$ cat config.mk
export PLATFORM = sky130hd
export DESIGN_NAME = prio_vec_intc
export DESIGN_NICKNAME = d
export VERILOG_FILES = /design/src/rtl/intc_pkg.sv /design/src/rtl/intc_req_latch.sv /design/src/rtl/intc_resolver.sv /design/src/rtl/intc_service.sv /design/src/rtl/prio_vec_intc.sv
export SDC_FILE = /design/constraint.sdc
export NUM_CORES = 1
export LEC_CHECK = 0
export CORE_ASPECT_RATIO = 1.2
export CORE_MARGIN = 1.5
export CORE_UTILIZATION = 45
export DETAILED_ROUTE_END_ITERATION = 16
export PLACE_DENSITY = 0.78
export SKIP_CTS_REPAIR_TIMING = 1
export SYNTH_ARGS = -nofsm -noshare
export SYNTH_HDL_FRONTEND = slang
export SYNTH_SLANG_ARGS = --single-unit
export TNS_END_PERCENT = 10
$ cat constraint.sdc
create_clock -name clk -period 3.45 [get_ports clk]
set_clock_uncertainty 0.05 [all_clocks]
set_input_delay 0.69 -clock clk [delete_from_list [all_inputs] [get_ports clk]]
set_output_delay 0.69 -clock clk [all_outputs]
set_load 0.01 [all_outputs]
$ cat src/rtl/intc_pkg.sv
package intc_pkg;
   typedef enum logic [1:0] {
      RESP_IDLE    = 2'd0,
      RESP_VECTOR  = 2'd1,
      RESP_CASCADE = 2'd2
   } resp_e;
endpackage

$ cat src/rtl/intc_req_latch.sv
// Edge detection and pending-request register.
module intc_req_latch #(
   parameter int LINES = 8
) (
   input  logic             clk,
   input  logic             rst_n,
   input  logic [LINES-1:0] irq_in,
   input  logic             grant_fire,
   input  logic [LINES-1:0] grant_oh,
   output logic [LINES-1:0] pend_q
);
   logic [LINES-1:0] prev_q;
   logic [LINES-1:0] rise;
   logic [LINES-1:0] take;

   assign rise = irq_in & ~prev_q;
   assign take = grant_fire ? grant_oh : '0;

   always_ff @(posedge clk or negedge rst_n) begin
      if (!rst_n) begin
         prev_q <= '0;
         pend_q <= '0;
      end else begin
         prev_q <= irq_in;
         // a fresh edge on the granted line wins over its clear
         pend_q <= (pend_q & ~take) | rise;
      end
   end
endmodule

$ cat src/rtl/intc_resolver.sv
// Masks pending lines by the in-service set and picks the most urgent one.
module intc_resolver #(
   parameter  int LINES = 8,
   localparam int IW    = $clog2(LINES)
) (
   input  logic [LINES-1:0] pend,
   input  logic [LINES-1:0] isr,
   output logic [LINES-1:0] elig,
   output logic [LINES-1:0] win_oh,
   output logic [IW-1:0]    win_idx
);
   always_comb begin
      logic blocked;
      blocked = 1'b0;
      for (int i = 0; i < LINES; i++) begin
         blocked = blocked | isr[i];
         elig[i] = pend[i] & ~blocked;
      end
   end

   always_comb begin
      logic found;
      found   = 1'b0;
      win_oh  = '0;
      win_idx = '0;
      for (int i = 0; i < LINES; i++) begin
         if (elig[i] && !found) begin
            win_oh[i] = 1'b1;
            win_idx   = IW'(i);
            found     = 1'b1;
         end
      end
   end
endmodule

$ cat src/rtl/intc_service.sv
// In-service register: set on grant, most urgent bit cleared on eoi.
module intc_service #(
   parameter int LINES = 8
) (
   input  logic             clk,
   input  logic             rst_n,
   input  logic             set_fire,
   input  logic [LINES-1:0] set_oh,
   input  logic             eoi,
   output logic [LINES-1:0] isr_q
);
   logic [LINES-1:0] clr_oh;

   always_comb begin
      logic found;
      found  = 1'b0;
      clr_oh = '0;
      for (int i = 0; i < LINES; i++) begin
         if (isr_q[i] && !found) begin
            clr_oh[i] = 1'b1;
            found     = 1'b1;
         end
      end
   end

   always_ff @(posedge clk or negedge rst_n) begin
      if (!rst_n) begin
         isr_q <= '0;
      end else begin
         isr_q <= (isr_q & ~(eoi ? clr_oh : '0)) | (set_fire ? set_oh : '0);
      end
   end
endmodule

$ cat src/rtl/prio_vec_intc.sv
module prio_vec_intc
   import intc_pkg::*;
#(
   parameter  int NUM_LINES    = 8,
   parameter  int BASE_W       = 5,
   parameter  int CASCADE_LINE = 2,
   localparam int IDX_W        = $clog2(NUM_LINES),
   localparam int VEC_W        = BASE_W + IDX_W
) (
   input  logic                 clk,
   input  logic                 rst_n,
   input  logic [NUM_LINES-1:0] irq_req,
   input  logic [BASE_W-1:0]    vec_base,
   input  logic                 cascade_en,
   input  logic                 int_ack,
   input  logic                 eoi,
   output logic                 int_out,
   output logic                 vec_valid,
   output logic [VEC_W-1:0]     vec_out,
   output logic                 casc_ack
);
   generate
      if (NUM_LINES < 2 || (NUM_LINES & (NUM_LINES - 1)) != 0) begin : g_bad_lines
         $error("NUM_LINES must be a power of two, at least 2");
      end
      if (CASCADE_LINE < 0 || CASCADE_LINE >= NUM_LINES) begin : g_bad_casc
         $error("CASCADE_LINE must name an existing line");
      end
      if (BASE_W < 1) begin : g_bad_base
         $error("BASE_W must be at least 1");
      end
   endgenerate

   logic [NUM_LINES-1:0] pend_q;
   logic [NUM_LINES-1:0] isr_q;
   logic [NUM_LINES-1:0] elig;
   logic [NUM_LINES-1:0] win_oh;
   logic [IDX_W-1:0]     win_idx;
   logic                 grant_fire;
   logic                 to_slave;
   resp_e                resp_q;
   logic [VEC_W-1:0]     vec_q;

   intc_req_latch #(.LINES(NUM_LINES)) u_req (
      .clk(clk), .rst_n(rst_n), .irq_in(irq_req),
      .grant_fire(grant_fire), .grant_oh(win_oh), .pend_q(pend_q)
   );

   intc_resolver #(.LINES(NUM_LINES)) u_res (
      .pend(pend_q), .isr(isr_q), .elig(elig),
      .win_oh(win_oh), .win_idx(win_idx)
   );

   intc_service #(.LINES(NUM_LINES)) u_svc (
      .clk(clk), .rst_n(rst_n), .set_fire(grant_fire),
      .set_oh(win_oh), .eoi(eoi), .isr_q(isr_q)
   );

   assign int_out    = |elig;
   assign grant_fire = int_ack & int_out;
   assign to_slave   = cascade_en && (win_idx == IDX_W'(CASCADE_LINE));

   always_ff @(posedge clk or negedge rst_n) begin
      if (!rst_n) begin
         resp_q <= RESP_IDLE;
         vec_q  <= '0;
      end else if (grant_fire) begin
         if (to_slave) begin
            resp_q <= RESP_CASCADE;
         end else begin
            resp_q <= RESP_VECTOR;
            vec_q  <= {vec_base, win_idx};
         end
      end else begin
         resp_q <= RESP_IDLE;
      end
   end

   assign vec_valid = (resp_q == RESP_VECTOR);
   assign casc_ack  = (resp_q == RESP_CASCADE);
   assign vec_out   = vec_q;
endmodule

* Word level (Yosys, flattened, before mapping)
Cells that the tools add are included.
Word-level totals: bits in registers 34, output and inout port bits 11, input bits 18, word-level logic and storage cells 111
Cells by class: mux-type cells 39, bitwise operators 33, reduce and logical (&&, ||, !) cells 31, equality and inequality tests 3
Operators with widths (count):
- $mux W1 | 29
- $and A8 B8 Y8 | 3
- $not A8 Y8 | 3
- $mux W8 | 2
- $or A8 B8 Y8 | 2
- $logic_and A1 B1 Y1 | 15
- $logic_not A1 Y1 | 14
- $mux W3 | 4
- $and A1 B1 Y1 | 9
- $not A1 Y1 | 9
- $mux W2 | 4
- $reduce_or A8 Y1 | 1
- $or A1 B1 Y1 | 7
- $eq A3 B2 Y1 const B | 1
- $eq A2 B1 Y1 const B | 1
- $eq A2 B2 Y1 const B | 1
- $reduce_and A2 Y1 | 1

* Longest topological paths before layout
depth after elaboration 28, gate-level depth with buffers 7, depth with buffers taken out 5

* Cells and area by module
A second synthesis with hierarchy kept.
Second synthesis, totals: cells, all modules 146, area total of the unflattened synthesis 1595.3 um^2
Modules (own cells, without submodules):
- intc_req_latch | seq. area each 400.4 um^2, cells an instance 41, area each 544.3 um^2, instances 1
- prio_vec_intc | seq. area each 250.2 um^2, cells an instance 31, area each 435.4 um^2, instances 1
- intc_service | seq. area each 200.2 um^2, cells an instance 30, area each 341.6 um^2, instances 1
- intc_resolver | seq. area each 0.0 um^2, cells an instance 44, area each 274.0 um^2, instances 1

* Least setup slack after synthesis
No wires, ideal clock.
kind register to output, start point register u_svc.isr_q[1], end point output port int_out, arrival 1.456 ns, cell stages (with the launch flop) 6, buffers on the path 1, required time 2.710 ns, path slack 1.254 ns, path through dfrtp_1 -> clkbuf_8 -> and2b_1 -> or3_1 -> o21ai_1 -> nand2_1
Between the ends: longest elaborated chain between the ends 10, elaborated cells on any way between the ends 22, those cells by class bitwise: 21; reduce/logical: 1
RTL lines:
- from (decl) | RTL line intc_service.sv:10 | output logic [LINES-1:0] isr_q
- from (signal assigned) | RTL line intc_service.sv:30 | isr_q <= (isr_q & ~(eoi ? clr_oh : '0)) | (set_fire ? set_oh : '0);
- $or A1 B1 Y1 (*) | RTL line intc_resolver.sv:16 | blocked = blocked | isr[i];
- $or A1 B1 Y1 (6 in a row) | RTL line intc_resolver.sv:16
- $not A1 Y1 | RTL line intc_resolver.sv:17 | elig[i] = pend[i] & ~blocked;
- $and A1 B1 Y1 | RTL line intc_resolver.sv:17
- $reduce_or A8 Y1 (*) | RTL line prio_vec_intc.sv:59 | assign int_out = |elig;
- to (decl) | RTL line prio_vec_intc.sv:17 | output logic int_out,
Every way passes the cells marked *; elsewhere a longest branch is shown, timed or not.

* Worst setup path after layout
Ends and elaborated chain as after synthesis.

==> metrics.txt <==
worst hold path class reg -> reg; R2R Setup Slk around 1000 ps; Total Wirelength 3.07 mm; fin crit share 0.922; die height approximately 68 um; total of max-cap violations 0; crit start category flip-flop; Rows 23; Tmin final approximately 3200 ps; Vias per Instance around 5.8; Flop pwr share 0.394; RSZ-0062 raised after global routing no; CP Max Fanout 11; cell accounting for the most synthesized area dfrtp_1; Post-synth EDFFs 0; CTS tree yes; DRC Markers 0; Core Area around 3300 sq um; Clk Latency, worst-skew pair ~280 ps; setup_tns 0 ps; Yosys cell types 47; num ports 29; GR Overflow Total 0; CP max stage cell dfrtp_1; CTS Sinks 34; antenna violations before repair 0; final setup vio count 0; routed len/inst 14.5 um; most common cell in the netlist dfrtp_1; top post-synthesis cells by count 34 x dfrtp_1, 15 x nand2_1, 13 x inv_1, 6 x a22o_1, 6 x nor2b_1; CP endpoint kind output pin; initial core utilization 0.474; Worst path max stage delay 560 ps; placed insts around 200; Clock transition at path regs about 70 ps; ant diodes 0; CP cell instances and2b_1 > or3_1 > o21ai_1 > nand2_1 > clkdlybuf4s50_1; Finished Layout Cells roughly 210; Synth top area share 0.538; fin util 0.594; share of cells above drive strength 1 0.144; Worst-Margin Slew ~450 ps; Post-Syn Area roughly 1600 sq um; Die Footprint between 3000 and 4000 sq um; H-tree levels 2; Max Fclk about 310 MHz; Synth area leaders dfrtp_1 54%, nand2_1 3.6%, a22o_1 3.3%, inv_1 3.1%, mux2_2 2.8%; Max-slew headroom 0.690; DR iter-0 viols 44; post-route ant nets 0; HPWL after detailed placement about 2.3 mm; outcome finished clean; synthesized net count between 150 and 200; CTS root buf clkbuf_8; Met1 Wirelength 1.26 mm; sequential area share after synthesis 0.538; Seq cells post-synth 34; FFs w/ async S/R, synth 1.00; P_sw 543 uW; Required @ worst endpoint ~2700 ps; final slew viol count 0; largest net degree at the start of global routing 35; first-pass GRT wire length ~5.1 mm; VDD IR-drop max about 0.43 mV; number of buffers created by CTS 5; DR top layer met4; Final nets between 150 and 200; clock power share 0.194; GRT Total Usage 0.174; syn_area_per_cell between 10 and 15 sq um; cell area power density between 700 and 800 nW/um^2; Die Width about 57 um; sw frac 0.360; vias post-DR 1214; DR pass1 iterations 4; main flop type after synthesis dfrtp_1; number of global-route vias before repair roughly 1200; DR WL met3 186 um; GP Congestion roughly 0.89; Comb power frac 0.412; Leak between 0.0008 and 0.0009 uW; routed wl met2 1.55 mm; # port buffers 28; Max clock buf depth 2; area delta synth->final 25.3%; Syn Inst Count around 140; P_int 967 uW; Worst Path Class, Setup reg -> out; crit path DAT between 2000 and 2500 ps; synth warn 0; Fin. Hold Viols 0
## layer usage
metal | global-route usage | vias up
li1 | - | 585
met1 | 0.198 | 580
met5 | 0 | -
met2 | 0.299 | 39
met4 | 0.0930 | 0
met3 | 0.0473 | 10
## logic make-up after synthesis
| family | synth area share |
|---|---|
| flops | 0.538 |
| compound gates | 0.184 |
| mux | 0.0419 |
| simple gates | 0.190 |
| buf+inv | 0.0466 |
## worst paths after layout
kind | cells after the start | startpoint | to
hold reg to reg | 1 | u_req.prev_q[0] | u_req.pend_q[0]
min in group asynchronous | 2 | rst_n | u_req.prev_q[3]
hold / removal | 1 | u_req.prev_q[0] | u_req.pend_q[0]
setup reg to reg | 5 | u_svc.isr_q[1] | u_req.pend_q[3]
setup / recovery | 5 | u_svc.isr_q[1] | int_out
max in group asynchronous | 2 | rst_n | resp_q[0]
## cell usage in the layout (no fill, tap or decap), types with 4 or more instances in the layout
cell,netlist,layout
a22o_1,6,6
clkbuf_8,1,6
clkdlybuf4s50_1,0,28
dfrtp_1,34,34
inv_1,13,13
mux2_2,4,4
nand2_1,15,15
nand3_1,4,4
nor2b_1,6,6
o21ai_0,5,5
## state kept, by name, indices dropped and copies added (netlist names)
| signal | count |
|---|---|
| u_req.pend_q | 8 |
| resp_q | 2 |
| u_req.prev_q | 8 |
| vec_out | 8 |
| u_svc.isr_q | 8 |
## stage by stage
stage                     total power [uW]  instance area (sq um)  setup WS [ps]  hold slack, ps
after global routing                  1610                   1980            123             399
after CTS                             1520                   1980            271             381
final                                 1510                   1980            271             376
after detailed placement              1220                   1890            587             372
after floorplan                       1010                   1580           1250             344
after global placement                1190                   1890            670             359
## final cells by class
class | count | area [sq um]
sequential | 34 | 851
tap | 37 | 46.3
inverter | 13 | 48.8
timing repair buffer | 29 | 288
multi-input combinational | 90 | 658
clock buffer | 7 | 86.3
clock inverter | 1 | 5.00
fill | 280 | 1360
## worst max-delay path, delay by kind of cell (launching register included)
kind / cells / cell delay, ps
buffers and inverters: 1 / 490
flip-flops: 1 / 560
AO/OA/AOI/OAI: 1 / 380
AND/OR/NAND/NOR: 3 / 710
## power groups by stage
stage	logic [uW]	clock network, uW	registers, uW
finish	621	293	594
global route	681	321	612
CTS	624	304	594
detailed placement	621	0	600
global placement	601	0	593
floorplan	424	0	589
(Power assumes the default switching activity.)
